==> src/rtl/rx_stat_pkg.sv <==
package rx_stat_pkg;
  localparam int STAT_W  = 5;
  localparam int B_GOOD  = 4;
  localparam int B_LONG  = 3;
  localparam int B_OVF   = 2;
  localparam int B_CRC   = 1;
  localparam int POL_W   = 2;
  localparam int P_LONG  = 0;
  localparam int P_CRC   = 1;
  typedef enum logic [1:0] {
    A_STAT = 2'd0,
    A_EN   = 2'd1,
    A_POL  = 2'd2
  } reg_addr_e;
endpackage

==> src/rtl/rx_frame_judge.sv <==
module rx_frame_judge
  import rx_stat_pkg::*;
#(
  parameter int LEN_W   = 12,
  parameter int MAX_LEN = 1518
) (
  input  logic              clk,
  input  logic              rst_n,
  input  logic              sof,
  input  logic              byte_vld,
  input  logic              eof,
  input  logic              crc_err,
  input  logic              fifo_ovf,
  input  logic [POL_W-1:0]  pol,
  output logic [STAT_W-1:0] set_vec,
  output logic              frm_ok,
  output logic              frm_bad
);
  localparam logic [LEN_W-1:0] CNT_MAX = {LEN_W{1'b1}};
  localparam logic [LEN_W-1:0] LIM     = LEN_W'(MAX_LEN);

  logic [LEN_W-1:0] cnt, cnt_nxt, len_cur;
  logic             cnt_en;
  logic             ovf_seen, ovf_nxt;
  logic             is_long, long_flag, crc_flag, ovf_any, drop;
  logic             ok_nxt, bad_nxt;

  always_comb begin
    len_cur   = (byte_vld && cnt != CNT_MAX) ? cnt + 1'b1 : cnt;
    cnt_en    = sof | byte_vld;
    cnt_nxt   = sof ? LEN_W'(byte_vld) : len_cur;
    ovf_any   = ovf_seen | fifo_ovf;
    ovf_nxt   = sof ? fifo_ovf : (eof ? 1'b0 : ovf_any);
    is_long   = len_cur > LIM;
    long_flag = is_long & ~pol[P_LONG];
    crc_flag  = crc_err & ~pol[P_CRC];
    drop      = long_flag | crc_flag | ovf_any;
    ok_nxt    = eof & ~drop;
    bad_nxt   = eof & drop;
    set_vec         = '0;
    set_vec[B_OVF]  = fifo_ovf;
    set_vec[B_LONG] = eof & long_flag;
    set_vec[B_CRC]  = eof & crc_flag;
    set_vec[B_GOOD] = ok_nxt;
  end

  always_ff @(posedge clk or negedge rst_n) begin
    if (!rst_n) begin
      cnt <= '0;
    end else if (cnt_en) begin
      cnt <= cnt_nxt;
    end
  end

  always_ff @(posedge clk or negedge rst_n) begin
    if (!rst_n) begin
      ovf_seen <= 1'b0;
      frm_ok   <= 1'b0;
      frm_bad  <= 1'b0;
    end else begin
      ovf_seen <= ovf_nxt;
      frm_ok   <= ok_nxt;
      frm_bad  <= bad_nxt;
    end
  end

  assert_one_verdict_R1: assert property (@(posedge clk) disable iff (!rst_n)
    $onehot0({frm_ok, frm_bad}));
  assert_verdict_follows_eof_R1: assert property (@(posedge clk) disable iff (!rst_n)
    eof |=> (frm_ok | frm_bad));
  assert_long_dropped_R2: assert property (@(posedge clk) disable iff (!rst_n)
    (eof && len_cur > LIM && !pol[P_LONG]) |=> frm_bad);
  assert_ovf_dropped_R5: assert property (@(posedge clk) disable iff (!rst_n)
    (eof && fifo_ovf) |=> frm_bad);
  assert_cnt_saturates_R10: assert property (@(posedge clk) disable iff (!rst_n)
    (cnt == CNT_MAX && byte_vld && !sof) |=> cnt == CNT_MAX);
endmodule

==> src/rtl/rx_stat_regs.sv <==
module rx_stat_regs
  import rx_stat_pkg::*;
#(
  parameter int DW = 8
) (
  input  logic              clk,
  input  logic              rst_n,
  input  logic              wr_en,
  input  logic [1:0]        addr,
  input  logic [DW-1:0]     wdata,
  input  logic [STAT_W-1:0] set_vec,
  output logic [STAT_W-1:0] stat,
  output logic [STAT_W-1:0] en,
  output logic [POL_W-1:0]  pol,
  output logic [DW-1:0]     rd_data
);
  logic              wr_stat, wr_en_reg, wr_pol;
  logic [STAT_W-1:0] clr_vec, stat_nxt;

  always_comb begin
    wr_stat   = wr_en && addr == A_STAT;
    wr_en_reg = wr_en && addr == A_EN;
    wr_pol    = wr_en && addr == A_POL;
    clr_vec   = wr_stat ? wdata[STAT_W-1:0] : '0;
    stat_nxt  = (stat & ~clr_vec) | set_vec;
    case (addr)
      A_STAT:  rd_data = DW'(stat);
      A_EN:    rd_data = DW'(en);
      A_POL:   rd_data = DW'(pol);
      default: rd_data = '0;
    endcase
  end

  always_ff @(posedge clk or negedge rst_n) begin
    if (!rst_n) begin
      stat <= '0;
    end else begin
      stat <= stat_nxt;
    end
  end

  always_ff @(posedge clk or negedge rst_n) begin
    if (!rst_n) begin
      en <= '0;
    end else if (wr_en_reg) begin
      en <= wdata[STAT_W-1:0];
    end
  end

  always_ff @(posedge clk or negedge rst_n) begin
    if (!rst_n) begin
      pol <= '0;
    end else if (wr_pol) begin
      pol <= wdata[POL_W-1:0];
    end
  end

  assert_set_wins_R8: assert property (@(posedge clk) disable iff (!rst_n)
    (|set_vec) |=> ((stat & $past(set_vec)) == $past(set_vec)));
  assert_w1c_clears_R7: assert property (@(posedge clk) disable iff (!rst_n)
    wr_stat |=> ((stat & $past(wdata[STAT_W-1:0]) & ~$past(set_vec)) == '0));
  assert_idle_holds_R7: assert property (@(posedge clk) disable iff (!rst_n)
    (!wr_stat && set_vec == '0) |=> $stable(stat));
endmodule

==> src/rtl/rx_irq_gen.sv <==
module rx_irq_gen
  import rx_stat_pkg::*;
(
  input  logic              clk,
  input  logic              rst_n,
  input  logic [STAT_W-1:0] stat,
  input  logic [STAT_W-1:0] en,
  output logic              irq
);
  logic irq_nxt;

  always_comb irq_nxt = |(stat & en);

  always_ff @(posedge clk or negedge rst_n) begin
    if (!rst_n) begin
      irq <= 1'b0;
    end else begin
      irq <= irq_nxt;
    end
  end

  assert_irq_rise_R9: assert property (@(posedge clk) disable iff (!rst_n)
    (|(stat & en)) |=> irq);
  assert_irq_quiet_R9: assert property (@(posedge clk) disable iff (!rst_n)
    !(|(stat & en)) |=> !irq);
endmodule

==> src/rtl/rx_stat_irq.sv <==
module rx_stat_irq
  import rx_stat_pkg::*;
#(
  parameter int LEN_W   = 12,
  parameter int MAX_LEN = 1518,
  parameter int DW      = 8
) (
  input  logic          clk,
  input  logic          rst_n,
  input  logic          sof_i,
  input  logic          byte_vld_i,
  input  logic          eof_i,
  input  logic          crc_err_i,
  input  logic          fifo_ovf_i,
  input  logic          wr_en_i,
  input  logic [1:0]    addr_i,
  input  logic [DW-1:0] wdata_i,
  output logic [DW-1:0] rd_data_o,
  output logic          frm_ok_o,
  output logic          frm_bad_o,
  output logic          irq_o
);
  logic [1:0]        rst_sync;
  logic              rst_l;
  logic [STAT_W-1:0] set_vec, stat, en;
  logic [POL_W-1:0]  pol;

  always_ff @(posedge clk or negedge rst_n) begin
    if (!rst_n) begin
      rst_sync <= 2'b00;
    end else begin
      rst_sync <= {rst_sync[0], 1'b1};
    end
  end
  assign rst_l = rst_sync[1];

  rx_frame_judge #(.LEN_W(LEN_W), .MAX_LEN(MAX_LEN)) u_judge (
    .clk(clk), .rst_n(rst_l), .sof(sof_i), .byte_vld(byte_vld_i),
    .eof(eof_i), .crc_err(crc_err_i), .fifo_ovf(fifo_ovf_i), .pol(pol),
    .set_vec(set_vec), .frm_ok(frm_ok_o), .frm_bad(frm_bad_o)
  );

  rx_stat_regs #(.DW(DW)) u_regs (
    .clk(clk), .rst_n(rst_l), .wr_en(wr_en_i), .addr(addr_i),
    .wdata(wdata_i), .set_vec(set_vec), .stat(stat), .en(en),
    .pol(pol), .rd_data(rd_data_o)
  );

  rx_irq_gen u_irq (
    .clk(clk), .rst_n(rst_l), .stat(stat), .en(en), .irq(irq_o)
  );
endmodule

==> config.mk <==
export PLATFORM = sky130hd
export DESIGN_NAME = rx_stat_irq
export DESIGN_NICKNAME = d
export VERILOG_FILES = /design/src/rtl/rx_stat_pkg.sv /design/src/rtl/rx_frame_judge.sv /design/src/rtl/rx_stat_regs.sv /design/src/rtl/rx_irq_gen.sv /design/src/rtl/rx_stat_irq.sv
export SDC_FILE = /design/constraint.sdc
export NUM_CORES = 1
export LEC_CHECK = 0
export BUFFER_PORTS_ARGS = -buffer_cell sky130_fd_sc_hd__buf_2
export CAP_MARGIN = 20
export CORE_MARGIN = 1.5
export CORE_UTILIZATION = 49
export DETAILED_ROUTE_END_ITERATION = 6
export GPL_ROUTABILITY_DRIVEN = 0
export MAX_ROUTING_LAYER = met4
export PLACE_DENSITY = 0.8
export REMOVE_ABC_BUFFERS = 1
export SKIP_CTS_REPAIR_TIMING = 1
export SYNTH_ARGS = -nofsm -noshare
export SYNTH_HDL_FRONTEND = slang
export SYNTH_SLANG_ARGS = --single-unit
==> constraint.sdc <==
create_clock -name clk -period 0.88 [get_ports clk]
set_clock_uncertainty 0.05 [all_clocks]
set_input_delay 0 -clock clk [delete_from_list [all_inputs] [get_ports clk]]
set_output_delay 0 -clock clk [all_outputs]
set_load 0.05 [all_outputs]
# [Word level (Yosys, flattened, before mapping)]
# Cells that the tools add are included.
[word_totals] elab_cells=43 ff_bits=30 input_bits=18
[classes] n_addsub=1 n_bitwise=17 magnitude_cmp=1 n_eq_ne=3 n_reduce_logical=6 mux=6
[op_table] op="2-to-1 mux 12 bit" n=2
[op_table] op="case mux 5 bit (3 select lines)" n=1
[op_table] op="adder 12 x 1 -> 12 bit, second input constant" n=1
[op_table] op="> comparator 12 x 11 -> 1 bit, second input constant" n=1
[op_table] op="inequality test 12 bit, second input constant" n=1
[op_table] op="AND 5 bit" n=2
[op_table] op="AND 1 bit" n=6
[op_table] op="2-to-1 mux 5 bit" n=1
[op_table] op="NOT 5 bit" n=1
[op_table] op="bitwise OR 5 bit" n=1
[op_table] op="OR reduction 5 bit" n=1
[op_table] op="logical AND 1 bit" n=4
[op_table] op="bitwise OR 1 bit" n=4
[op_table] op="NOT 1 bit" n=3
[op_table] op="equality test 2 x 1 -> 1 bit, second input constant" n=1
[op_table] op="equality test 2 bit, second input constant" n=1
[op_table] op="zero test 2 bit" n=1
[op_table] op="2-to-1 mux 1 bit" n=2

# [Depth between registers and ports, before layout]
# Gate-level depths: netlist of run 1.
[depth] word_depth=10 depth_mapped=8

# [By module]
# Synthesis of run 1 repeated with hierarchy kept, for this count alone.
[hier_totals] cells_unflattened=194 hier_area_um2=1891.8
[modules_own_cells] mod="rx_frame_judge" area_per_inst_um2=1131.1 n_inst=1 cells_each=133 seq_area_each_um2=375.4
[modules_own_cells] mod="rx_stat_regs" area_per_inst_um2=660.6 n_inst=1 cells_each=54 seq_area_each_um2=300.3
[modules_own_cells] mod="rx_stat_irq" area_per_inst_um2=53.8 n_inst=1 cells_each=3 seq_area_each_um2=50.0
[modules_own_cells] mod="rx_irq_gen" area_per_inst_um2=46.3 n_inst=1 cells_each=4 seq_area_each_um2=25.0

# [Worst setup path after synthesis of run 1]
# No wires, ideal clock.
[synth_path] kind="reg2reg" start="register u_judge.cnt[0]" end="register u_judge.frm_bad" slack_ns=-1.626 setup_time_ns=0.129 period_less_slack_ns=2.506 required_time_ns=0.701 n_path_buf=0 t_arrival_ns=2.327 path_stages_with_launch=9 cell_sequence="dfrtp_1 ha_1 nand4_1 o41ai_2 mux2i_1 and4b_4 a211oi_2 a211oi_2 o41a_1"
[synth_via] elab_chain_len=8 word_cells_on_any_way=9
[synth_lines] item="from (decl)" line="rx_frame_judge.sv:22" text="logic [LEN_W-1:0] cnt, cnt_nxt, len_cur;"
[synth_lines] item="from (signal assigned)" line="rx_frame_judge.sv:51" text="cnt <= cnt_nxt;"
[synth_lines] item="parallel branches: the longest is 2 deep, another holds adder 12 x 1 -> 12 bit"
[synth_lines] item="2-to-1 mux 12 bit *" line="rx_frame_judge.sv:29" text="len_cur = (byte_vld && cnt != CNT_MAX) ? cnt + 1'b1 : cnt;"
[synth_lines] item="> comparator 12 x 11 -> 1 bit *" line="rx_frame_judge.sv:34" text="is_long = len_cur > LIM;"
[synth_lines] item="AND 1 bit *" line="rx_frame_judge.sv:35" text="long_flag = is_long & ~pol[P_LONG];"
[synth_lines] item="bitwise OR 1 bit * (2 in a row)" line="rx_frame_judge.sv:37" text="drop = long_flag | crc_flag | ovf_any;"
[synth_lines] item="AND 1 bit *" line="rx_frame_judge.sv:39" text="bad_nxt = eof & drop;"
[synth_lines] item="named net u_judge.bad_nxt" line="rx_frame_judge.sv:26" text="logic ok_nxt, bad_nxt;"
[synth_lines] item="to (signal assigned)" line="rx_frame_judge.sv:63" text="frm_bad <= bad_nxt;"
[synth_lines] item="to (decl)" line="rx_frame_judge.sv:17" text="output logic frm_bad"
# Mark *: on every way through the listed nets, which the timed path passes.
# A chain may end at the register's enable or synchronous reset.

# [Worst setup path after layout of run 1]
[layout_path] start="register u_judge.cnt[1]" end="register u_regs.stat[4]"
[layout_via] elab_chain_len=10 word_cells_on_any_way=11
[layout_lines] item="parallel branches: the longest is 2 deep, another holds adder 12 x 1 -> 12 bit"
[layout_lines] item="2-to-1 mux 12 bit *" line="rx_frame_judge.sv:29"
[layout_lines] item="> comparator 12 x 11 -> 1 bit *" line="rx_frame_judge.sv:34"
[layout_lines] item="AND 1 bit *" line="rx_frame_judge.sv:35"
[layout_lines] item="bitwise OR 1 bit * (2 in a row)" line="rx_frame_judge.sv:37"
[layout_lines] item="NOT 1 bit *" line="rx_frame_judge.sv:38" text="ok_nxt = eof & ~drop;"
[layout_lines] item="AND 1 bit *" line="rx_frame_judge.sv:38"
[layout_lines] item="bitwise OR 5 bit *" line="rx_stat_regs.sv:25" text="stat_nxt = (stat & ~clr_vec) | set_vec;"
[layout_lines] item="named net u_regs.stat_nxt[4]" line="rx_stat_regs.sv:18" text="logic [STAT_W-1:0] clr_vec, stat_nxt;"
[layout_lines] item="to (signal assigned)" line="rx_stat_regs.sv:38" text="stat <= stat_nxt;"
[layout_lines] item="to (decl)" line="rx_stat_regs.sv:12" text="output logic [STAT_W-1:0] stat,"
# Marked as above.

==> results of run 1 <==
per-layer routing:
layer  share of wire [%]  global-route usage [%]  vias to the layer above
met1                  38                    32.2                      867
li1                    -                       -                      761
met3                 6.6                    7.04                       20
met5                   0                       -                        -
met2                  52                    42.5                       93
met4                 2.8                    9.84                        0
sequential cells by signal, summed over array words and instances, names as in the netlist:
signal and count:
u_irq.irq 1, rst_sync 2, u_judge.frm_bad 1, u_judge.frm_ok 1, u_judge.cnt 12, u_judge.ovf_seen 1, u_regs.en 5, u_regs.pol 2
u_regs.stat 5
worst max path at each step:
stage / to / slack [ns]
floorplan: u_judge.frm_bad / -1.63
global placement: u_judge.frm_bad / -1.57
detailed placement: u_judge.frm_bad / -1.73
CTS: u_judge.frm_bad / -1.74
global route: u_regs.stat[4] / -1.91
finish: u_regs.stat[4] / -1.90
power groups by stage:
stage,clock [uW],combinational [uW],sequential (uW)
3_5_place_dp,0,730,1610
3_3_place_gp,0,699,1600
5_1_grt,820,967,1610
6_report,743,921,1600
4_1_cts,747,734,1590
2_1_floorplan,0,347,1670
critical path, delay by kind of cell (launching register included):
kind | cells | cell delay [ns]
fa+ha+maj | 1 | 0.21
flops | 1 | 0.44
buf+inv | 1 | 0.15
simple gates | 3 | 0.98
compound gates | 4 | 0.82
stage by stage:
stage / total power (uW) / instance area, sq um / TNS (ns) / hold WS, ns
global route: 3400 / 2560 / -22.23 / 0.0141
global placement: 2300 / 2120 / -16.15 / -0.265
finish: 3270 / 2560 / -21.01 / 0.0294
CTS: 3070 / 2160 / -19.95 / -0.611
detailed placement: 2340 / 2120 / -17.63 / -0.264
floorplan: 2020 / 1590 / -17.78 / -0.346
layout make-up:
type,count,area [sq um]
flip-flops and latches,30,752
fillers,179,518
well taps,44,55.1
multi-input cells,121,965
repair buffers,88,718
clock buffers,7,45.0
inverters,6,25.0
cell usage in the layout, fill, tap and decap left out, drive strengths merged, types with 5 or more instances in the layout:
cell,n
mux2,7
clkbuf,7
dlygate4sd3,11
inv,6
buf,77
nand3,5
nor3,6
mux2i,8
nor2,17
o21ai,8
dfrtp,30
a21oi,9
nand2,18
cells by family after synthesis:
kind of cell / synth area share [%]
simple gates: 23.1
compound gates: 14.6
flops: 46.6
mux: 9.86
buf+inv: 3.49
other cells: 0.466
xor+xnor: 1.09
fa+ha+maj: 0.776
==> impl_metrics.toml, run 1 <==
[die]
start_util_pct = 52.4
boundaryPins = 29
fp.dieArea_sq_um = 3640
row_count = 20
die_h_um = 60.4
core_area_sq_um = 3080
die_width_um = 60.4

[logic_synthesis]
synth.top_cell.area_share_pct = 46.6
netlist_instances = 161
ys_top_cells_by_area = "dfrtp_1 47%, mux2i_1 5.0%, mux2_2 4.9%"
ys_seq_area_share_pct = 46.6
ys_ff_latch = 30
synth_flop_cell = "dfrtp_1"
yosys.area.top_type = "dfrtp_1"
syn_area_sq_um = 1610
synth_edf_count = 0
avgSynthCellArea_sq_um = 10.0
synthArstFlopShare_pct = 100
yosysMostFrequentCell = "dfrtp_1"
yosys_warnings = 0
synth_commonest_cells = "30 x dfrtp_1, 18 x nand2_1, 17 x nor2_1"
synth.distinct_cells = 44

[setup_path]
path_cells = "ha_2 -> nand4_1 -> or4_1 -> a21bo_2 -> nor3_4 -> buf_4 -> o31ai_1 -> a211oi_2 -> o21ai_0"
critPathKind = "reg -> reg"
cp-startpoint = "u_judge.cnt[1]"
endpoint_kind = "register"
critPathRequiredTime_ns = 1.01
r2r_slack_ns = -1.90
r2r-start = "u_judge.cnt[1]"
reg2reg_to = "u_regs.stat[4]"
crit_fanout = 4
cp-start-kind = "register"
cpPeakStageDelay_ns = 0.62
crit_slowest_cell = "or4_1"
worstPathArrival_ns = 2.91
ff2ff_path_depth = 9

[cells_and_area]
fin_cells = 296
syn2layout_area_growth_pct = 58.9
diodes = 0
final_net_count = 271
postLayoutCoreUtil_pct = 83.2
drive_gt1_share_pct = 49.2

[power]
switching_share_pct = 31.5
power_frac_clock_pct = 22.8
seqPwrFrac_pct = 49.0
power.leakage_uw = 0.00121
power.internal_uw = 2240
irDropWorstVdd_uv = 1160
power.density_nw_per_um2 = 1280
switching_power_uw = 1030
power_frac_comb_pct = 28.2

[worst_hold_path]
hp-start = "byte_vld_i"
min_path_cells = 4
min_to = "u_judge.cnt[0]"
min-delay-path-class = "in -> reg"

[timing]
final.setup.worst_slack_ns = -1.90
fin_crit_ns = 2.78
max_slew_margin_pct = 66.5
rsz0062_at_grt = "yes"
maxSlewViolCount = 0
hold_viol = 0
max_clock_freq_ghz = 0.360
timing.final.crit_share_pct = 315
worst_slew_pin_slew_ns = 0.496
final-setup-viol-count = 28

[routing]
drt_pass1_iterations = 4
wirelength_um = 5400
vias = 1741
drcViolationCount = 0
ant_nets = 0
drt_iter0_markers = 133
via_per_inst = 5.88
drt-wirelength-per-cell_um = 18.2

[cts]
cts.clk_slew.worst_paths_ns = 0.08
clock_path_buffers = 2
cts_root_buffer = "clkbuf_4"
clkLatencyLatePin_ns = 0.33
cts_tree = "yes"
htreeDepth = 2
cts_sinks = 30
cts_buffers = 5

[outcome]
status = "complete, but fails checks"
violations = "setup timing"

[global_routing]
grt.overflow.total = 0
grt.total_usage_pct = 26.5
grt_max_degree = 23
grt_pass1_wl_um = 6760
antenna_found_initial = 0
grt_pass1_vias = 1496

[placed_design]
place_hpwl_um = 3190
port_buffers = 22
preCtsSetupSlack_ns = -1.73
place_inst = 270

[job]
maxCapViolations = 0
Note: power is estimated with default switching activity, not from simulation.
==> run 2: changes to the inputs <==
MAX_ROUTING_LAYER = not set   (was met4)
==> run 2 against run 1 <==
The flow still finishes with violations (setup timing). Setup slack gained 0.015 ns. Global-route usage down 0.84 points. Sequential share of layout area is 0.086 points higher. Sequential cell count unchanged. Non-clock buffer count down 1. Highest routed layer unchanged.
==> impl_metrics.toml, run 2 (synthesis results as in run 1) <==
[global_routing]
grt_pass1_wl_um = 6760
grt.overflow.total = 0
grt_pass1_vias = 1497
antenna_found_initial = 0
grt_max_degree = 23
grt.total_usage_pct = 25.7

[power]
power.density_nw_per_um2 = 1290
power.leakage_uw = 0.00121
power.total_uw = 3290
irDropWorstVdd_uv = 1090

[job]
maxCapViolations = 0

[cts]
cts_root_buffer = "clkbuf_4"
cts.clk_slew.worst_paths_ns = 0.09
cts_buffers = 5
clkLatencyLatePin_ns = 0.33
cts_tree = "yes"
clock_path_buffers = 2
htreeDepth = 2
cts_sinks = 30

[cells_and_area]
largest_reg_flops = 12
ff_latch_area_sq_um = 752
diodes = 0
postLayoutCoreUtil_pct = 82.9
drive_gt1_share_pct = 49.0
fillCellCount = 185
largest_register = "u_judge.cnt"
layout_common_cells = "47 x buf_4, 29 x dfrtp_1, 17 x nand2_1, 15 x nor2_1"
mostFrequentLayoutCell = "buf_4"
fin_cells = 295
multi_input_area_sq_um = 965
reg.largest.list = "u_judge.cnt (12), u_regs.en (5), u_regs.stat (5)"
syn2layout_area_growth_pct = 58.4
final_net_count = 270

[die]
core_area_sq_um = 3080
fp.dieArea_sq_um = 3640
row_count = 20
die_width_um = 60.4
start_util_pct = 52.4
boundaryPins = 29
die_h_um = 60.4

[routing]
ant_nets = 0
drt_iter0_markers = 110
drcViolationCount = 0
drt_pass1_iterations = 4
drt-wirelength-per-cell_um = 18.1
wirelength_um = 5350
via_per_inst = 5.64
vias = 1665

[timing]
final-setup-viol-count = 28
final.setup.worst_slack_ns = -1.88
rsz0062_at_grt = "yes"
max_slew_margin_pct = 65.8
maxSlewViolCount = 0
worst_slew_pin_slew_ns = 0.506
fin_crit_ns = 2.76
hold_viol = 0
max_clock_freq_ghz = 0.362
timing.final.crit_share_pct = 314

[outcome]
status = "complete, but fails checks"
violations = "setup timing"

[setup_path]
critPathRequiredTime_ns = 1.01
r2r-start = "u_judge.cnt[1]"
endpoint_kind = "register"
worstPathArrival_ns = 2.89
cp-startpoint = "u_judge.cnt[1]"
crit_fanout = 4
critPathKind = "reg -> reg"
cp-start-kind = "register"

[placed_design]
place_inst = 270
port_buffers = 22
place_hpwl_um = 3190
preCtsSetupSlack_ns = -1.73

[worst_hold_path]
min-delay-path-class = "in -> reg"
hp-start = "byte_vld_i"
[run 2: cell types whose count changed in the layout (fill, tap and decap cells not counted)]
| cell | delta |
|---|---|
| buf_4 | -1 |
[run 2: path summary, 6_finish.rpt]
kind | to | slack (ns) | cells past startpoint
setup / recovery | u_regs.stat[4] | -1.88 | 9
hold / removal | u_judge.cnt[0] | 0.02 | 4
setup reg to reg | u_regs.stat[4] | -1.88 | 9
hold reg to reg | u_judge.cnt[7] | 0.15 | 1
max in group asynchronous | rst_sync[0] | 0.19 | 3
min in group asynchronous | u_judge.cnt[7] | 0.15 | 1
[run 2: worst max-delay path, cell delays in order (launching register included)]
cell	delay, ns
dfrtp_1	0.43
ha_2	0.21
nand4_1	0.17
or4_1	0.60
a21bo_2	0.26
nor3_4	0.19
buf_4	0.15
o31ai_1	0.07
a211oi_2	0.26
o21ai_0	0.22
[run 2: metal layers]
layer  GRT usage (%)  wire, um  up-vias
li1                -         -      762
met5               0         0        -
met2            42.5      2820       67
met1            32.0      2120      820
met3            7.25       262       16
met4            9.84       155        0
[run 2: final cells by class]
class	count	share of cell area (%)
Multi-Input combinational cell	121	37.8
Sequential cell	30	29.5
Timing Repair Buffer	87	27.8
Tap cell	44	2.16
Clock buffer	7	1.76
Inverter	6	0.980
[run 2: power breakdown]
group | switching (uW) | total (uW) | internal [uW]
Sequential | 108 | 1610 | 1500
Combinational | 490 | 927 | 438
Clock | 453 | 754 | 301
Total | 1050 | 3290 | 2240
[run 2: per-stage QoR]
| stage | TNS [ns] | hold WS [ns] | area, sq um |
|---|---|---|---|
| 3_3_place_gp | -16.15 | -0.265 | 2120 |
| 4_1_cts | -19.95 | -0.611 | 2160 |
| 2_1_floorplan | -17.78 | -0.346 | 1590 |
| 3_5_place_dp | -17.63 | -0.264 | 2120 |
| 5_1_grt | -22.27 | 0.0141 | 2550 |
| 6_report | -20.83 | 0.0233 | 2550 |
==> run 3: changes to the inputs <==
CORE_UTILIZATION = 55   (was 49)
PLACE_DENSITY = 0.85   (was 0.8)
clock period = 3.35 ns   (was 0.88 ns; I/O delays follow)
==> run 3 against run 2 <==
The flow now finishes without violations. Setup slack gained 2.4 ns. Combinational power shrank 82%. Register-to-register slack gained 2.4 ns. Final area shrank 24%. First-iteration DRC count shrank 52%. Via count shrank 18%. Count of clock-buffer cells in the layout is the same. Largest cell class unchanged. Largest power group unchanged.
==> impl_metrics.toml, run 3 (synthesis results as in run 1) <==
[global_routing]
antenna_found_initial = 0
grt_pass1_vias = 1176
grt.overflow.total = 0
grt_max_degree = 29
grt_pass1_wl_um = 5440
grt.total_usage_pct = 21.9

[placed_design]
place_inst = 210
place_hpwl_um = 2350
port_buffers = 22
postPlaceCellArea_sq_um = 1730

[setup_path]
r2r-start = "u_judge.cnt[0]"
reg2reg_to = "u_judge.frm_bad"
endpoint_kind = "register"
critPathKind = "reg -> reg"
cp-start-kind = "register"
critPathRequiredTime_ns = 3.51
worstPathArrival_ns = 3.00
crit_fanout = 7
r2r_slack_ns = 0.51
ff2ff_path_depth = 8

[die]
die_h_um = 57.1
start_util_pct = 58.4
core_area_sq_um = 2760
die_width_um = 57.1
boundaryPins = 29
row_count = 19
fp.dieArea_sq_um = 3260

[cells_and_area]
largest_register = "u_judge.cnt"
fillCellCount = 196
mostFrequentLayoutCell = "dfrtp_1"
syn2layout_area_growth_pct = 20.5
fin_cells = 231
final_net_count = 218
drive_gt1_share_pct = 25.0
reg.largest.list = "u_judge.cnt (12), u_regs.en (5), u_regs.stat (5)"
layout_common_cells = "30 x dfrtp_1, 22 x buf_2, 18 x nand2_1, 17 x nor2_1, 12 x dlygate4sd3_1"
fin_area_sq_um = 1940
largest_reg_flops = 12
diodes = 0

[job]
maxCapViolations = 0

[cts]
clock_path_buffers = 2
htreeDepth = 2
cts.clk_slew.worst_paths_ns = 0.09
cts_sinks = 30
clkLatencyLatePin_ns = 0.33
cts_tree = "yes"
cts_root_buffer = "clkbuf_4"
cts_buffers = 5

[power]
power.density_nw_per_um2 = 417
power.leakage_uw = 0.000874
power.total_uw = 810
irDropWorstVdd_uv = 369

[timing]
timing.final.crit_share_pct = 84.6
worst_slew_pin_slew_ns = 0.706
hold_viol = 0
maxSlewViolCount = 0
holdWs_ns = 0.0925
final-setup-viol-count = 0
max_slew_margin_pct = 52.8
rsz0062_at_grt = "no"
max_clock_freq_ghz = 0.353
fin_crit_ns = 2.84
tns_ns = 0

[routing]
drt_iter0_markers = 53
via_per_inst = 5.94
vias = 1371
drt-wirelength-per-cell_um = 15.0
drt_pass1_iterations = 4
wirelength_um = 3460
drcViolationCount = 0
ant_nets = 0

[outcome]
status = "finished clean"

[worst_hold_path]
min-delay-path-class = "reg -> async"
==> run 3: cell types whose count changed in the layout (fill, tap and decap cells not counted), moves of 4 or more <==
cell / before / now
nor4_1: 0 / 4
buf_2: 14 / 22
buf_4: 47 / 0
buf_6: 14 / 0
o21ai_0: 4 / 8
==> run 3: through the flow <==
stage          setup slack (ns)  util, %
3_5_place_dp              0.555     62.9
4_1_cts                   0.533     65.1
2_1_floorplan             0.844        -
5_1_grt                   0.331     70.4
3_3_place_gp              0.647     62.9
6_report                  0.515     70.4
==> run 3: metal layers <==
metal / global-route usage, % / part of all wire (%) / vias to the layer above
met2: 31.2 / 49 / 30
met4: 11.3 / 1.6 / 0
met3: 4.99 / 3.4 / 5
li1: - / - / 655
met1: 31.5 / 46 / 681
met5: 0 / 0 / -
==> run 3: how the worst max path moves through the flow <==
stage / startpoint / to / slack, ns / cells past startpoint
after global routing: u_judge.cnt[0] / u_judge.frm_bad / 0.33 / 8
after global placement: u_judge.cnt[0] / u_judge.frm_bad / 0.65 / 8
after detailed placement: u_judge.cnt[0] / u_judge.frm_bad / 0.56 / 8
after CTS: u_judge.cnt[0] / u_judge.frm_bad / 0.53 / 8
final: u_judge.cnt[0] / u_judge.frm_bad / 0.51 / 8
after floorplan: u_judge.cnt[0] / u_judge.frm_bad / 0.84 / 8
==> run 3: power breakdown <==
group / total, uW / switching (uW) / internal [uW]
Clock: 223 / 121 / 102
Sequential: 419 / 25.2 / 393
Combinational: 168 / 104 / 64.8
Total: 810 / 250 / 560
==> run 3: final cells by class <==
| type | count | area [sq um] | share of cell area [%] |
|---|---|---|---|
| inverters | 6 | 22.5 | 1.16 |
| flip-flops and latches | 30 | 751 | 38.7 |
| clock inverters | 1 | 5.00 | 0.258 |
| clock buffers | 7 | 55.1 | 2.84 |
| well taps | 31 | 38.8 | 2.00 |
| repair buffers | 35 | 258 | 13.3 |
| multi-input cells | 121 | 812 | 41.8 |
==> run 3: critical path: stages, from the launching register on <==
cell	delay (ns)
dfrtp_1	0.45
ha_1	0.21
nand4_1	0.19
o41ai_2	0.56
mux2i_1	0.28
and4b_4	0.24
a211oi_2	0.25
a211oi_2	0.11
o41a_1	0.39
